[src/rtl/sbcrc_pkg.sv]
package sbcrc_pkg;
  localparam int unsigned CRC_W  = 8;
  localparam int unsigned BEAT_W = 8;

  typedef logic [CRC_W-1:0]  crc_t;
  typedef logic [BEAT_W-1:0] beat_t;

  typedef struct packed {
    logic ok;
    crc_t crc;
  } result_t;

  localparam crc_t POLY_REFL = 8'h8C;
  localparam crc_t SEED_ZERO = 8'h00;

  // one LSB-first shift step of the reflected division
  function automatic crc_t crc_shift1(crc_t c, logic b, crc_t poly);
    logic fb;
    fb = c[0] ^ b;
    return fb ? ((c >> 1) ^ poly) : (c >> 1);
  endfunction

  // one whole byte, bit 0 first
  function automatic crc_t crc_of_beat(crc_t c, beat_t d, crc_t poly);
    crc_t r;
    r = c;
    for (int i = 0; i < BEAT_W; i++) r = crc_shift1(r, d[i], poly);
    return r;
  endfunction
endpackage

[src/rtl/sbcrc_bit_stage.sv]
module sbcrc_bit_stage
  import sbcrc_pkg::*;
#(
  parameter crc_t POLY = POLY_REFL
) (
  input  crc_t rem_i,
  input  logic bit_i,
  output crc_t rem_o
);
  logic fb;
  crc_t shifted;

  assign fb      = rem_i[0] ^ bit_i;
  assign shifted = {1'b0, rem_i[CRC_W-1:1]};
  assign rem_o   = fb ? (shifted ^ POLY) : shifted;
endmodule

[src/rtl/sbcrc_beat_xform.sv]
module sbcrc_beat_xform
  import sbcrc_pkg::*;
#(
  parameter crc_t POLY = POLY_REFL
) (
  input  crc_t  base_i,
  input  beat_t data_i,
  output crc_t  next_o
);
  crc_t chain [BEAT_W+1];

  assign chain[0] = base_i;

  for (genvar g = 0; g < BEAT_W; g++) begin : g_step
    sbcrc_bit_stage #(.POLY(POLY)) u_stage (
      .rem_i (chain[g]),
      .bit_i (data_i[g]),
      .rem_o (chain[g+1])
    );
  end

  assign next_o = chain[BEAT_W];
endmodule

[src/rtl/sbcrc_remainder.sv]
module sbcrc_remainder
  import sbcrc_pkg::*;
#(
  parameter crc_t SEED = SEED_ZERO
) (
  input  logic clk,
  input  logic rst_n,
  input  logic take_i,
  input  logic first_i,
  input  logic last_i,
  input  crc_t next_i,
  output crc_t base_o,
  output crc_t rem_o
);
  crc_t rem_q;

  // a first marker bypasses the stored value in the same cycle
  assign base_o = first_i ? SEED : rem_q;
  assign rem_o  = rem_q;

  always_ff @(posedge clk) begin
    if (!rst_n) begin
      rem_q <= SEED;
    end else if (take_i) begin
      rem_q <= last_i ? SEED : next_i;
    end
  end
endmodule

[src/rtl/sbcrc_result.sv]
module sbcrc_result
  import sbcrc_pkg::*;
(
  input  logic clk,
  input  logic rst_n,
  input  logic take_i,
  input  logic last_i,
  input  crc_t next_i,
  output logic valid_o,
  output crc_t crc_o,
  output logic ok_o
);
  logic    fire;
  result_t res_q;

  assign fire = take_i & last_i;

  always_ff @(posedge clk) begin
    if (!rst_n) begin
      valid_o <= 1'b0;
      res_q   <= '0;
    end else begin
      valid_o <= fire;
      if (fire) begin
        res_q.crc <= next_i;
        res_q.ok  <= (next_i == '0);
      end
    end
  end

  assign crc_o = res_q.crc;
  assign ok_o  = res_q.ok;
endmodule

[src/rtl/sbcrc_unit.sv]
module sbcrc_unit
  import sbcrc_pkg::*;
#(
  parameter crc_t POLY = POLY_REFL,
  parameter crc_t SEED = SEED_ZERO
) (
  input  logic              clk,
  input  logic              rst_n,
  input  logic              in_valid,
  output logic              in_ready,
  input  logic [BEAT_W-1:0] in_data,
  input  logic              in_first,
  input  logic              in_last,
  output logic              out_valid,
  output logic [CRC_W-1:0]  out_crc,
  output logic              out_ok
);
  logic take;
  crc_t base_rem;
  crc_t next_rem;
  crc_t rem_now;

  assign in_ready = 1'b1;
  assign take     = in_valid & in_ready;

  sbcrc_remainder #(.SEED(SEED)) u_rem (
    .clk     (clk),
    .rst_n   (rst_n),
    .take_i  (take),
    .first_i (in_first),
    .last_i  (in_last),
    .next_i  (next_rem),
    .base_o  (base_rem),
    .rem_o   (rem_now)
  );

  sbcrc_beat_xform #(.POLY(POLY)) u_xform (
    .base_i (base_rem),
    .data_i (in_data),
    .next_o (next_rem)
  );

  sbcrc_result u_res (
    .clk     (clk),
    .rst_n   (rst_n),
    .take_i  (take),
    .last_i  (in_last),
    .next_i  (next_rem),
    .valid_o (out_valid),
    .crc_o   (out_crc),
    .ok_o    (out_ok)
  );
endmodule

[config.mk]
export PLATFORM = sky130hd
export DESIGN_NAME = sbcrc_unit
export DESIGN_NICKNAME = d
export VERILOG_FILES = /design/src/rtl/sbcrc_pkg.sv /design/src/rtl/sbcrc_bit_stage.sv /design/src/rtl/sbcrc_beat_xform.sv /design/src/rtl/sbcrc_remainder.sv /design/src/rtl/sbcrc_result.sv /design/src/rtl/sbcrc_unit.sv
export SDC_FILE = /design/constraint.sdc
export NUM_CORES = 1
export LEC_CHECK = 0
export CAP_MARGIN = 20
export CORE_MARGIN = 5
export CORE_UTILIZATION = 41
export DETAILED_ROUTE_END_ITERATION = 8
export GPL_ROUTABILITY_DRIVEN = 1
export HOLD_SLACK_MARGIN = 0.06
export PLACE_DENSITY = 0.71
export SYNTH_ARGS = -nofsm -noshare
export SYNTH_HDL_FRONTEND = slang
export SYNTH_SLANG_ARGS = --single-unit
export TNS_END_PERCENT = 100
[constraint.sdc]
create_clock -name clk -period 1.6 [get_ports clk]
set_input_delay 0.32 -clock clk [delete_from_list [all_inputs] [get_ports clk]]
set_output_delay 0.32 -clock clk [all_outputs]
set_load 0.005 [all_outputs]
**Word-level counts from Yosys, hierarchy flattened**

Cells that the tools add are included.

- Flip-flop bits (word level): 18
- Input port bits: 13
- Output and inout bits: 11
- Word-level logic and storage cells: 32

- Muxes and demuxes: 10
- Bitwise operators: 17
- Reduce and logical (&&, ||, !) cells: 1

Operators by type and width:

| operator | count |
|---|---|
| 8-bit two-way mux | 10 |
| 2-bit inverter with 3-bit output | 8 |
| 8-bit zero test | 1 |
| 1-bit XOR | 8 |
| 1-bit bitwise AND | 1 |

**Depth between registers and ports, before layout**

- Depth in word-level cells: 18
- Mapped depth: 6
- Gate-level depth less buffers: 6

**Cells and area by module**

From an unflattened synthesis, not the netlist that was laid out.

- Cells, all modules: 160
- Area, all modules: 1645.3 µm²

Modules (own cells, without submodules):

| module | times used | cells an instance | area an instance (µm²) | sequential area each (µm²) |
|---|---|---|---|---|
| sbcrc_bit_stage | 8 | 9 | 101.3 | 0.0 |
| sbcrc_result | 1 | 43 | 451.7 | 200.2 |
| sbcrc_remainder | 1 | 43 | 371.6 | 160.2 |
| sbcrc_unit | 1 | 2 | 11.3 | 0.0 |

**Least setup slack after synthesis**

No wires, ideal clock.

- Kind: reg2reg
- Start: reg u_rem.rem_q[0], in the netlist u_rem.rem_o[0]
- End: reg u_rem.rem_q[7], in the netlist u_rem.rem_o[7]
- Setup time: 0.123 ns
- Arrival time: 1.615 ns
- Data required time: 1.477 ns
- Slack: -0.138 ns
- Cell stages (with the launch flop): 7
- Buffers on the path: 0
- Clock period less this slack: 1.738 ns
- Path through: dfxtp_1 > xnor2_1 > nor2_2 > xor3_2 > xnor2_4 > nor3b_1 > a221o_2

- Cells in the longest elaborated chain, start to end: 14
- Elaborated cells between the ends (all ways): 16
- Classes of those cells: 10 x mux; 6 x bitwise

RTL lines:

| item | RTL line | text |
|---|---|---|
| from (decl) | sbcrc_remainder.sv:15 | `crc_t rem_q;` |
| from (signal assigned) | sbcrc_remainder.sv:25 | `rem_q <= last_i ? SEED : next_i;` |
| 8-bit two-way mux * | sbcrc_remainder.sv:18 | `assign base_o = first_i ? SEED : rem_q;` |
| 1-bit XOR * | sbcrc_bit_stage.sv:13 | `assign fb = rem_i[0] ^ bit_i;` |
| 8-bit two-way mux * (3 in a row) | sbcrc_bit_stage.sv:15 | `assign rem_o = fb ? (shifted ^ POLY) : shifted;` |
| 1-bit XOR or 8-bit two-way mux (tied branches) | sbcrc_bit_stage.sv:13, sbcrc_bit_stage.sv:15 |  |
| 8-bit two-way mux * | sbcrc_bit_stage.sv:15 |  |
| 2-bit inverter with 3-bit output (no source line) or 1-bit XOR (tied branches) | -- |  |
| 8-bit two-way mux * (3 in a row) | sbcrc_bit_stage.sv:15 |  |
| 1-bit XOR * | sbcrc_bit_stage.sv:13 |  |
| 8-bit two-way mux * | sbcrc_bit_stage.sv:15 |  |
| 8-bit two-way mux * | sbcrc_remainder.sv:25 |  |

Mark *: on every way between the ends. The rest lies on a longest branch, timed or not.
A chain may end at the register's enable or synchronous reset.

**Worst setup path in the final report**

- Start: reg u_rem.rem_q[4], in the netlist u_rem.rem_o[4]
- End: reg u_rem.rem_q[7], in the netlist u_rem.rem_o[7]

- Cells in the longest elaborated chain, start to end: 14

RTL lines:

| item | RTL line |
|---|---|
| 8-bit two-way mux * | sbcrc_remainder.sv:18 |
| 2-bit inverter with 3-bit output (no source line) | -- |
| 8-bit two-way mux * | sbcrc_bit_stage.sv:15 |
| 2-bit inverter with 3-bit output (no source line) | -- |
| 8-bit two-way mux * (3 in a row) | sbcrc_bit_stage.sv:15 |
| 1-bit XOR * | sbcrc_bit_stage.sv:13 |
| 8-bit two-way mux * (3 in a row) | sbcrc_bit_stage.sv:15 |
| 1-bit XOR * | sbcrc_bit_stage.sv:13 |
| 8-bit two-way mux * | sbcrc_bit_stage.sv:15 |
| 8-bit two-way mux * | sbcrc_remainder.sv:25 |

Marks and branches as above.

==> flow_metrics.py <==
metrics = {
    "drt": {
        "wl_met3_um": 106,
        "maxUsedRoutingLayer": "met4",
        "route.vias.total": 929,
        "drt-initial-drc-count": 31,
        "dr.pass1.iters": 4,
        "wirelength_um": 2540,
        "drc": 0,
        "wl_met1_um": 1092,
        "met2WireLength_um": 1319,
        "vias_per_cell": 4.864,
        "ant_nets": 0,
        "wire_per_inst_um": 13.30,
    },
    "layout": {
        "nNetsFinal": 176,
        "fillers": 201,
        "drive_above_1_share": 0.3354,
        "multiInputGateArea_um2": 703.2,
        "register_area_um2": 364.1,
        "num_antenna_cells": 0,
        "area_delta_synth_final_pct": 55.53,
    },
    "synthesis": {
        "yosys.area_share.simple": 0.2445,
        "synth_flop_cell": "dfxtp_1",
        "synth-compound-area-share": 0.1081,
        "yosysTopAreaCell": "dfxtp_1",
        "synth_enable_flop_cells": 0,
        "ys_ff_latch": 18,
        "synth-xor-area-share": 0.2568,
        "syn_inst": 112,
        "synth_fa_ha_area_frac": 0,
        "ys_async_sr_fraction": 0,
        "synth_most_common_cell": "dfxtp_1",
        "yosys-top-cells-area": "dfxtp_1, xnor2_1, xnor2_4, and2_1, nand2_1",
        "synth.area.mux_share": 0,
        "syn_avg_cell_area_um2": 9.094,
        "ys_seq_area_frac": 0.3538,
        "syn_area_um2": 1018,
        "syn-num-nets": 125,
        "synth_top_family_by_area": "XOR/XNOR gates",
        "synthDistinctLibCells": 32,
        "yosysWarningCount": 0,
        "synthTopCellsByCount": "dfxtp_1, xnor2_1, nand2_1",
        "synth_top_area_frac": 0.3538,
    },
    "clocking": {
        "htreeDepth": 1,
        "clkTransAtPathRegs_ns": 0.10,
        "clock_path_buffers": 2,
        "cts_tree": "built",
        "cts_sinks": 18,
        "cts_made_buffers": 3,
        "clock-root-buffer": "clkbuf_4",
        "clock_latency_ns": 0.29,
    },
    "critical_path": {
        "end_kind": "flip-flop",
        "reg2reg_depth": 6,
        "path_cells": "xnor2_2 > nor2_2 > xor3_2 > xnor2_4 > nor3b_1 > a221o_2",
        "cpMaxStageDelayCell": "xor3_2",
        "cpPeakStageDelay_ns": 0.43,
        "path_class": "reg -> reg",
        "worstPathRequired_ns": 1.79,
        "cp-start-kind": "flip-flop",
        "worstPathArrival_ns": 1.91,
        "cp_max_fo": 6,
    },
    "global_routing": {
        "grt_pass1_vias": 972,
        "grt_overflow": 0,
        "grt_max_degree": 19,
        "grt_usage": 0.1644,
        "grt_pass1_wl_um": 4353,
        "antenna_found_initial": 0,
    },
    "pwr": {
        "pwr_density_cell_nw_per_um2": 869.4,
        "peakVddDrop_mv": 0.6176,
        "leakagePower_nw": 0.6536,
    },
    "sta": {
        "min_period_ns": 1.712,
        "clock-skew-final_ns": 0.002324,
        "worst_slack_ns": -0.1123,
        "rsz0062_at_grt": "true",
        "slew_viol_final": 0,
        "finalHoldViolCount": 0,
        "max_freq_mhz": 584.0,
        "final-setup-viol-count": 9,
        "finalCritPeriodShare": 1.070,
        "hold_slack_ns": 0.4719,
    },
    "floorplan": {
        "die_y_um": 59.84,
        "coreArea_um2": 2432,
        "dieArea_um2": 3581,
        "die_w_um": 59.84,
        "rows": 18,
        "ios": 24,
        "initial_core_util": 0.4187,
    },
    "min_path": {
        "whs_path_depth": 2,
        "hold_path.class": "reg -> reg",
    },
    "status": {
        "violations": "negative setup slack",
        "outcome": "finished, violations left",
    },
    "placement": {
        "dp.final_hpwl_um": 1917,
        "place_ws_ns": -0.6698,
        "gp_congestion": 0.7614,
        "io_buffers": 22,
    },
    "job": {
        "drv_cap": 0,
    },
}
## metal layers
layer	vias up	GRT usage
li1	473	-
met1	433	0.1947
met2	18	0.2886
met3	5	0.04320
met4	0	0.04747
met5	-	0
## final cells by class
class                   instances  share of cell area
clock buffers                   3             0.01422
inverters                       4            0.009479
multi-input cells              86              0.4439
flip-flops and latches         18              0.2299
well taps                      30             0.02370
repair buffers                 50              0.2788
## where the power goes
group	switching (mW)	internal [mW]
registers	0.0252	0.492
logic	0.262	0.372
clock network	0.138	0.0878
## state kept, by name (all words and copies together), names as in the netlist
register / count
u_rem.rem_o: 8
u_res.crc_o: 8
u_res.ok_o: 1
u_res.valid_o: 1
## stage by stage
stage | TNS, ns | total power [mW] | area (um2) | std cells | util
CTS | -1.747 | 1.366 | 1543 | 191 | 0.6343
global route | -1.540 | 1.471 | 1584 | 191 | 0.6512
global placement | -8.422 | 1.056 | 1439 | 184 | 0.5916
detailed placement | -9.230 | 1.066 | 1439 | 184 | 0.5916
finish | -0.4843 | 1.377 | 1584 | 191 | 0.6512
floorplan | -0.1415 | 0.8112 | 1020 | 112 | -
## kinds of logic after synthesis
kind of cell / Yosys count
compound gates: 18
xor+xnor: 22
buf+inv: 8
flops: 18
other cells: 1
simple gates: 45
## final timing paths
path,end,from,slack (ns)
min,u_res.crc_o[3],u_res.crc_o[3],0.47
max reg2reg,u_rem.rem_o[7],u_rem.rem_o[4],-0.11
max,u_rem.rem_o[7],u_rem.rem_o[4],-0.11
min reg2reg,u_res.crc_o[3],u_res.crc_o[3],0.47
## cells in the final DEF, fill, tap and decap left out, drive strengths merged
cell type and n:
a21boi 1, xnor2 17, a21oi 3, inv 4, nor3b 1, a221o 1
conb 1, or3 2, and3 1, dfxtp 18, o31ai 1, clkdlybuf4s50 17
clkbuf 3, nor2b 7, nand4 2, nand3 3, nor2 5, nand2 10
dlygate4sd2 1, o22ai 4, dlymetal6s2s 3, clkdlybuf4s15 1, nand3b 2, o21ai 7
xor2 4, nand2b 3, xor3 1, and2 9, o221ai 1, buf 28
## worst max-delay path, delay by kind of cell (launching register included)
family                    cells  cell delay [ns]
AOI/OAI and AO/OA             1             0.29
and+or+nand+nor               2             0.14
xor gates and xnor gates      3             0.79
DFF                           1             0.39
## repair_timing
item / in CTS / in global routing
pin swaps: 12 / 17
endpoints found under the setup margin: 17 / 17
endpoints found under the hold margin: 0 / 0
setup buffers: 7 / 1
gates cloned: 0 / 0
resized for setup: 14 / 12
hold buffers: 0 / 0
No activity file was read; power rests on OpenSTA's default activity.
